### src/rtl/simd_shift_pkg.sv
package simd_shift_pkg;

  localparam int AMT_W = 4;

  typedef enum logic [1:0] {
    SH_SRA  = 2'd0,
    SH_SRL  = 2'd1,
    SH_SLL  = 2'd2,
    SH_NONE = 2'd3
  } shiftKind_e;

  typedef enum logic [1:0] {
    IDX_NARROW = 2'd0,
    IDX_WIDE   = 2'd1,
    IDX_BAD    = 2'd2
  } idxClass_e;

  typedef struct packed {
    logic             load;
    logic             illegal;
    logic             laneIs8;
    shiftKind_e       kind;
    logic             roundEn;
    logic             satEn;
    logic [AMT_W-1:0] amt;
  } shiftCtrl_t;

  function automatic idxClass_e classifyIdx(input logic [4:0] idx);
    if (idx >= 5'd2 && idx <= 5'd15)       return IDX_NARROW;
    else if (idx >= 5'd16 && idx <= 5'd29) return IDX_WIDE;
    else                                   return IDX_BAD;
  endfunction

endpackage

### src/rtl/simd_shift_lane.sv
module simd_shift_lane
  import simd_shift_pkg::*;
#(
  parameter int W  = 16,
  parameter int AW = $clog2(W)
) (
  input  logic [W-1:0]  laneIn,
  input  logic [AW-1:0] amt,
  input  shiftKind_e    kind,
  input  logic          roundEn,
  input  logic          satEn,
  output logic [W-1:0]  laneOut,
  output logic          laneSat
);

  logic [W-1:0]  truncSra;
  logic [W-1:0]  truncSrl;
  logic [W-1:0]  shl;
  logic [W-1:0]  back;
  logic [W-1:0]  clampVal;
  logic [AW-1:0] amtLess;
  logic          roundBit;
  logic          lost;

  always_comb begin
    truncSra = W'($signed(laneIn) >>> amt);
    truncSrl = laneIn >> amt;
    amtLess  = amt - AW'(1);
    roundBit = (amt != '0) ? laneIn[amtLess] : 1'b0;
    shl      = laneIn << amt;
    back     = W'($signed(shl) >>> amt);
    lost     = (back != laneIn);
    clampVal = laneIn[W-1] ? {1'b1, {(W-1){1'b0}}} : {1'b0, {(W-1){1'b1}}};
    laneSat  = 1'b0;
    unique case (kind)
      SH_SRA:  laneOut = truncSra + ((roundEn && roundBit) ? W'(1) : W'(0));
      SH_SRL:  laneOut = truncSrl + ((roundEn && roundBit) ? W'(1) : W'(0));
      SH_SLL: begin
        if (satEn && lost) begin
          laneOut = clampVal;
          laneSat = 1'b1;
        end else begin
          laneOut = shl;
        end
      end
      default: laneOut = '0;
    endcase
  end

endmodule

### src/rtl/simd_shift_ctrl.sv
module simd_shift_ctrl
  import simd_shift_pkg::*;
(
  input  logic             inValid,
  input  logic [1:0]       opSel,
  input  logic [1:0]       mode,
  input  logic             useImm,
  input  logic [4:0]       rdIdx,
  input  logic [4:0]       rs1Idx,
  input  logic [4:0]       rs2Idx,
  input  logic [AMT_W-1:0] regAmt,
  input  logic [AMT_W-1:0] immAmt,
  output shiftCtrl_t       ctrl
);

  idxClass_e  clsDst;
  idxClass_e  clsSrc;
  idxClass_e  clsAmt;
  shiftKind_e kindIn;
  logic       badIdx;
  logic       badOp;
  logic       badMode;
  logic       isRight;
  logic       variant;

  always_comb begin
    clsDst  = classifyIdx(rdIdx);
    clsSrc  = classifyIdx(rs1Idx);
    clsAmt  = useImm ? clsDst : classifyIdx(rs2Idx);
    badIdx  = (clsDst == IDX_BAD) || (clsSrc != clsDst) || (clsAmt != clsDst);
    kindIn  = shiftKind_e'(opSel);
    badOp   = (kindIn == SH_NONE);
    badMode = mode[1];
    isRight = (kindIn == SH_SRA) || (kindIn == SH_SRL);
    variant = (mode == 2'b01);

    ctrl.load    = inValid;
    ctrl.illegal = badIdx || badOp || badMode;
    ctrl.laneIs8 = (clsDst == IDX_NARROW);
    ctrl.kind    = kindIn;
    ctrl.roundEn = variant && isRight;
    ctrl.satEn   = variant && (kindIn == SH_SLL);
    ctrl.amt     = useImm ? immAmt : regAmt;
  end

endmodule

### src/rtl/simd_shift_dp.sv
module simd_shift_dp
  import simd_shift_pkg::*;
#(
  parameter int XLEN        = 32,
  parameter int LANE_WIDE   = 16,
  parameter int LANE_NARROW = 8
) (
  input  logic            clk,
  input  logic            rstN,
  input  shiftCtrl_t      ctrl,
  input  logic [XLEN-1:0] srcWord,
  output logic            outValid,
  output logic [XLEN-1:0] outData,
  output logic            satFlag,
  output logic            illegalFlag
);

  localparam int NUM_WIDE   = XLEN / LANE_WIDE;
  localparam int NUM_NARROW = XLEN / LANE_NARROW;
  localparam int AW_WIDE    = $clog2(LANE_WIDE);
  localparam int AW_NARROW  = $clog2(LANE_NARROW);

  logic [XLEN-1:0]       wideRes;
  logic [XLEN-1:0]       narrowRes;
  logic [NUM_WIDE-1:0]   wideSat;
  logic [NUM_NARROW-1:0] narrowSat;
  logic [AW_WIDE-1:0]    amtWide;
  logic [AW_NARROW-1:0]  amtNarrow;
  logic [XLEN-1:0]       pickRes;
  logic                  pickSat;
  logic                  effZero;

  assign amtWide   = ctrl.amt[AW_WIDE-1:0];
  assign amtNarrow = ctrl.amt[AW_NARROW-1:0];

  for (genvar g = 0; g < NUM_WIDE; g++) begin : gWide
    simd_shift_lane #(.W(LANE_WIDE)) uLane (
      .laneIn  (srcWord[g*LANE_WIDE +: LANE_WIDE]),
      .amt     (amtWide),
      .kind    (ctrl.kind),
      .roundEn (ctrl.roundEn),
      .satEn   (ctrl.satEn),
      .laneOut (wideRes[g*LANE_WIDE +: LANE_WIDE]),
      .laneSat (wideSat[g])
    );
  end

  for (genvar g = 0; g < NUM_NARROW; g++) begin : gNarrow
    simd_shift_lane #(.W(LANE_NARROW)) uLane (
      .laneIn  (srcWord[g*LANE_NARROW +: LANE_NARROW]),
      .amt     (amtNarrow),
      .kind    (ctrl.kind),
      .roundEn (ctrl.roundEn),
      .satEn   (ctrl.satEn),
      .laneOut (narrowRes[g*LANE_NARROW +: LANE_NARROW]),
      .laneSat (narrowSat[g])
    );
  end

  always_comb begin
    pickRes = ctrl.laneIs8 ? narrowRes : wideRes;
    pickSat = ctrl.laneIs8 ? (|narrowSat) : (|wideSat);
    effZero = ctrl.laneIs8 ? (amtNarrow == '0) : (amtWide == '0);
  end

  always_ff @(posedge clk or negedge rstN) begin
    if (!rstN) begin
      outValid    <= 1'b0;
      outData     <= '0;
      satFlag     <= 1'b0;
      illegalFlag <= 1'b0;
    end else begin
      outValid <= ctrl.load;
      if (ctrl.load) begin
        outData     <= ctrl.illegal ? '0 : pickRes;
        satFlag     <= !ctrl.illegal && pickSat;
        illegalFlag <= ctrl.illegal;
      end
    end
  end

  // one-cycle strobe-to-valid latency
  assert_valid_follows_R9: assert property (@(posedge clk) disable iff (!rstN)
    ctrl.load |=> outValid);
  assert_no_spurious_valid_R9: assert property (@(posedge clk) disable iff (!rstN)
    !ctrl.load |=> !outValid);
  // results hold between strobes
  assert_hold_between_R9: assert property (@(posedge clk) disable iff (!rstN)
    !ctrl.load |=> ($stable(outData) && $stable(satFlag) && $stable(illegalFlag)));
  // rejected encodings give zero and no saturation
  assert_illegal_zero_R8: assert property (@(posedge clk) disable iff (!rstN)
    (ctrl.load && ctrl.illegal) |=> (illegalFlag && !satFlag && outData == '0));
  // a zero distance passes the word through
  assert_zero_amt_pass_R5: assert property (@(posedge clk) disable iff (!rstN)
    (ctrl.load && !ctrl.illegal && effZero) |=> (outData == $past(srcWord)));
  // saturation only from the saturating left shift
  assert_sat_only_sll_R7: assert property (@(posedge clk) disable iff (!rstN)
    (ctrl.load && !ctrl.satEn) |=> !satFlag);

endmodule

### src/rtl/simd_shift_unit.sv
module simd_shift_unit
  import simd_shift_pkg::*;
#(
  parameter int XLEN = 32
) (
  input  logic            clk,
  input  logic            rstN,
  input  logic            inValid,
  input  logic [1:0]      opSel,
  input  logic [1:0]      mode,
  input  logic            useImm,
  input  logic [4:0]      rdIdx,
  input  logic [4:0]      rs1Idx,
  input  logic [4:0]      rs2Idx,
  input  logic [XLEN-1:0] rs1Data,
  input  logic [XLEN-1:0] rs2Data,
  input  logic [3:0]      immAmt,
  output logic            outValid,
  output logic [XLEN-1:0] outData,
  output logic            satFlag,
  output logic            illegalFlag
);

  shiftCtrl_t ctrl;

  simd_shift_ctrl uCtrl (
    .inValid (inValid),
    .opSel   (opSel),
    .mode    (mode),
    .useImm  (useImm),
    .rdIdx   (rdIdx),
    .rs1Idx  (rs1Idx),
    .rs2Idx  (rs2Idx),
    .regAmt  (rs2Data[AMT_W-1:0]),
    .immAmt  (immAmt),
    .ctrl    (ctrl)
  );

  simd_shift_dp #(.XLEN(XLEN)) uDp (
    .clk         (clk),
    .rstN        (rstN),
    .ctrl        (ctrl),
    .srcWord     (rs1Data),
    .outValid    (outValid),
    .outData     (outData),
    .satFlag     (satFlag),
    .illegalFlag (illegalFlag)
  );

endmodule

### config.mk
export PLATFORM = sky130hd
export DESIGN_NAME = simd_shift_unit
export DESIGN_NICKNAME = d
export VERILOG_FILES = /design/src/rtl/simd_shift_pkg.sv /design/src/rtl/simd_shift_lane.sv /design/src/rtl/simd_shift_ctrl.sv /design/src/rtl/simd_shift_dp.sv /design/src/rtl/simd_shift_unit.sv
export SDC_FILE = /design/constraint.sdc
export NUM_CORES = 1
export LEC_CHECK = 0
export CAP_MARGIN = 20
export CORE_ASPECT_RATIO = 1.4
export CORE_MARGIN = 8
export CORE_UTILIZATION = 25
export CTS_BUF_LIST = sky130_fd_sc_hd__clkbuf_16
export CTS_CLUSTER_SIZE = 8
export DETAILED_ROUTE_END_ITERATION = 12
export DONT_BUFFER_PORTS = 1
export PLACE_DENSITY = 0.44
export SLEW_MARGIN = 30
export SYNTH_ARGS = -nofsm -noshare
export SYNTH_HDL_FRONTEND = slang
export SYNTH_SLANG_ARGS = --single-unit
### constraint.sdc
create_clock -name clk -period 1 [get_ports clk]
set_input_delay 0.1 -clock clk [delete_from_list [all_inputs] [get_ports clk]]
set_output_delay 0.1 -clock clk [all_outputs]
set_load 0.01 [all_outputs]
==> summary.txt <==
Status
  – Outcome: finished with violations
  – Violated checks: negative setup slack

Global route
  – Overall Global Routing Usage: 0.265
  – Vias in the first global route: 16.7k
  – Global route overflow: 0
  – Global-route wire length before repair: 112000 microns
  – Initial antenna violation count: 2
  – Largest net degree at the start of global routing: 67

Critical path
  – Crit-path slowest cell: or4_4
  – Crit path depth: 13
  – Worst r2r src: uDp.outData[5]
  – Critical path peak fanout: 14
  – CP required: 1.16 ns
  – Crit end category: register
  – Worst path top cell family by delay: compound AO/OA/AOI/OAI gates
  – Most frequent CP cell: mux2_4
  – Crit path kind: primary input to register
  – Crit-path max cell delay: 0.56 ns
  – CP arrival: 3.92 ns
  – CP Cell Sequence: mux2_4 > buf_6 > mux2_4 > a222oi_1 > o211a_1 > a221oi_4 > o21ai_2 > mux2_4 > or4_4 > o31ai_4 > mux2_4 > a2111oi_4 > o2bb2ai_1
  – R2r setup slk: -0.21 ns
  – Worst path bufs/invs: 1
  – R2R Path End: uDp.outData[5]
  – FF-to-FF path depth: 6
  – Startpoint types: primary input

Synthesis
  – Compound-Gate Fraction of Synth Area: 0.337
  – Post-synthesis adder-cell area fraction: 0.0208
  – Simple-gate share of the synthesized area: 0.234
  – Top_reg_cell synth: dfrtp_1
  – Post-synthesis mux area share: 0.190
  – Largest family of logic cells by synthesized area: compound AO/OA/AOI/OAI gates
  – Yosys top cell area share: 0.0898
  – YS warnings: 0
  – XOR/XNOR Fraction of Synth Area: 0.0764
  – Mapped Cells: 1714
  – Asr flop ratio synth: 1.00
  – FF+latch count, synth: 35
  – Area leader, netlist: mux4_2
  – Number of flops mapped to enable cells by yosys: 0
  – Unique masters post-synth: 92
  – Mean post-synth cell area: 7.02 sq um
  – Mapped cell area: 0.0120 sq mm
  – Synth area leaders: mux4_2, dfrtp_1, mux2i_1
  – Sequential share of the synthesized area: 0.0728
  – Mapped Nets: 1825

Timing
  – Setup Total Neg Slack: -85.83 ns
  – Skew final: 0 ns
  – Final period util: 3.76
  – Max-slew violation count: 0
  – Final hold viol count: 0
  – Highest Clock Rate: 0.266 GHz
  – Final critical-path required period: 3.76 ns
  – RSZ-0062 raised after global routing: true
  – Max transition margin: 0.583
  – Fin worst setup slack: -2.76 ns
  – Setup violations, final: 35
  – Slew @ Worst Pin: 0.625 ns

Finish
  – P&R area growth vs syn: 56.5%
  – Fin cells: 2855
  – NumNets Final: 2335
  – Layout cells sized above 1: 0.418
  – Layout Utilization: 0.394
  – Commonest cells after routing, fill and taps aside: buf_4, nand2_1, nor2_1
  – Commonest non-fill, non-tap cell in the layout: buf_4

Die
  – Die Y: 276 microns
  – Starting Density: 0.252
  – Core ar.: 0.0478 sq mm
  – Core Rows: 95
  – Die ar.: 0.0555 sq mm
  – Die Wd: 201 microns
  – I/O pins: 126

Worst hold path
  – Hold Crit Start: inValid
  – Worst Hold Class: primary input to register
  – WHS Path Cells: 2
  – WHS Endpoint: uDp.outData[20]

Power
  – PwrDens: 870 mW/mm^2
  – Leak: 0.00782 uW
  – Max VDD drop: 0.723 mV

Placement
  – I/O Buffers: 0
  – Cells after DPL: 2802
  – HPWL after detailed placement: 60700 microns
  – DP Worst Slack: -3.32 ns
  – Gpl congestion: 0.977

Route
  – First-pass iteration count of the detailed router: 6
  – DR iter-0 viols: 1693
  – Wirelength, routed: 76700 microns
  – Drc violations: 0
  – Vias: 16.8k
  – Detailed-route wire length per cell: 26.9 microns
  – DRT antenna net count: 0
  – Routed vias/inst: 5.89

Clock tree
  – Root buf cell: clkbuf_16
  – Clk_lat worst skew: 0.28 ns
  – CTS tree: yes
  – Htree depth: 2
  – Maximum clock insertion buffer count: 2
  – Worst-path clk slew: 0.05 ns
  – Sinks on Clock Net: 35
  – TritonCTS buffer count: 5

Run
  – MaxCap Viol Count: 0
[per-stage QoR]
step	cell area [sq um]	total power, uW	hold WS, ns
floorplan	12500	7840	-0.196
global placement	17200	13500	-0.195
detailed placement	17200	13500	-0.194
CTS	18300	15700	0.0255
global route	18800	17200	0.0607
finish	18800	16400	0.0313
[report_power, final]
part / total [uW] / internal, uW / switching (uW)
combinational: 13300 / 6280 / 7060
sequential: 1570 / 1490 / 82.6
clock: 1470 / 895 / 575
[worst max-delay path by stage]
| stage | start | to | slack, ns |
|---|---|---|---|
| floorplan | useImm | uDp.outData[26] | -3.90 |
| global placement | useImm | uDp.outData[10] | -3.38 |
| detailed placement | useImm | uDp.outData[10] | -3.32 |
| CTS | useImm | uDp.outData[26] | -2.73 |
| global route | useImm | uDp.outData[10] | -2.85 |
| finish | useImm | uDp.outData[10] | -2.76 |
[area by class of cell]
type | instances | area (sq um)
Fill cell | 5042 | 28900
Multi-Input combinational cell | 1493 | 11500
Timing Repair Buffer | 661 | 5420
Sequential cell | 35 | 876
Tap cell | 630 | 788
Clock buffer | 5 | 125
Inverter | 28 | 118
Clock inverter | 2 | 8.76
Antenna cell | 1 | 2.50
[kinds of logic after synthesis]
group / Yosys count
AO/OA/AOI/OAI: 595
XOR/XNOR: 105
adder cells (fa/ha/maj): 20
buffers and inverters: 187
flip-flops: 35
multiplexers: 158
AND/OR/NAND/NOR: 614
[routing by layer]
metal  up-vias  wire [microns]  global-route usage
met5         -               0                   0
met2       816           36100               0.449
met3       219            5010              0.0314
li1       7551               -                   -
met1      8233           31300               0.331
met4         0            4340               0.127
[state kept, by name (all words and copies together) (netlist names)]
name             flops
uDp.illegalFlag      1
uDp.satFlag          1
uDp.outValid         1
uDp.outData         32
[synthesized netlist by cell type (all sizes together) (8+ instances only)]
| master | number |
|---|---|
| mux2 | 22 |
| a21boi | 9 |
| and2 | 10 |
| o221ai | 15 |
| mux4 | 51 |
| a311oi | 11 |
| nand4 | 8 |
| nor4 | 13 |
| nor2b | 14 |
| xnor2 | 61 |
| dfrtp | 35 |
| nor3b | 8 |
| nor3 | 49 |
| a211oi | 38 |
| buf | 67 |
| o211a | 8 |
| a21o | 12 |
| o2bb2ai | 17 |
| o21a | 10 |
| nand3 | 73 |
| or3 | 10 |
| a221oi | 18 |
| inv | 27 |
| o22ai | 31 |
| nand2b | 16 |
| nand2 | 216 |
| and3 | 10 |
| mux2i | 85 |
| a22oi | 21 |
| a21oi | 115 |
| nor2 | 166 |
| o211ai | 24 |
| a31oi | 30 |
| ha | 20 |
| xor2 | 44 |
| a2111oi | 8 |
| clkbuf | 92 |
| o31ai | 16 |
| o21ai | 138 |
[what timing repair did]
action / in CTS / in global routing
pin swaps: 64 / 34
buffers inserted: 34 / 17
cloned: 2 / 0
resized for setup: 140 / 113
hold buffers: 3 / 0
endpoints found under the hold margin: 39 / 0
endpoints found under the setup margin: 41 / 40
(Power assumes the default switching activity.)
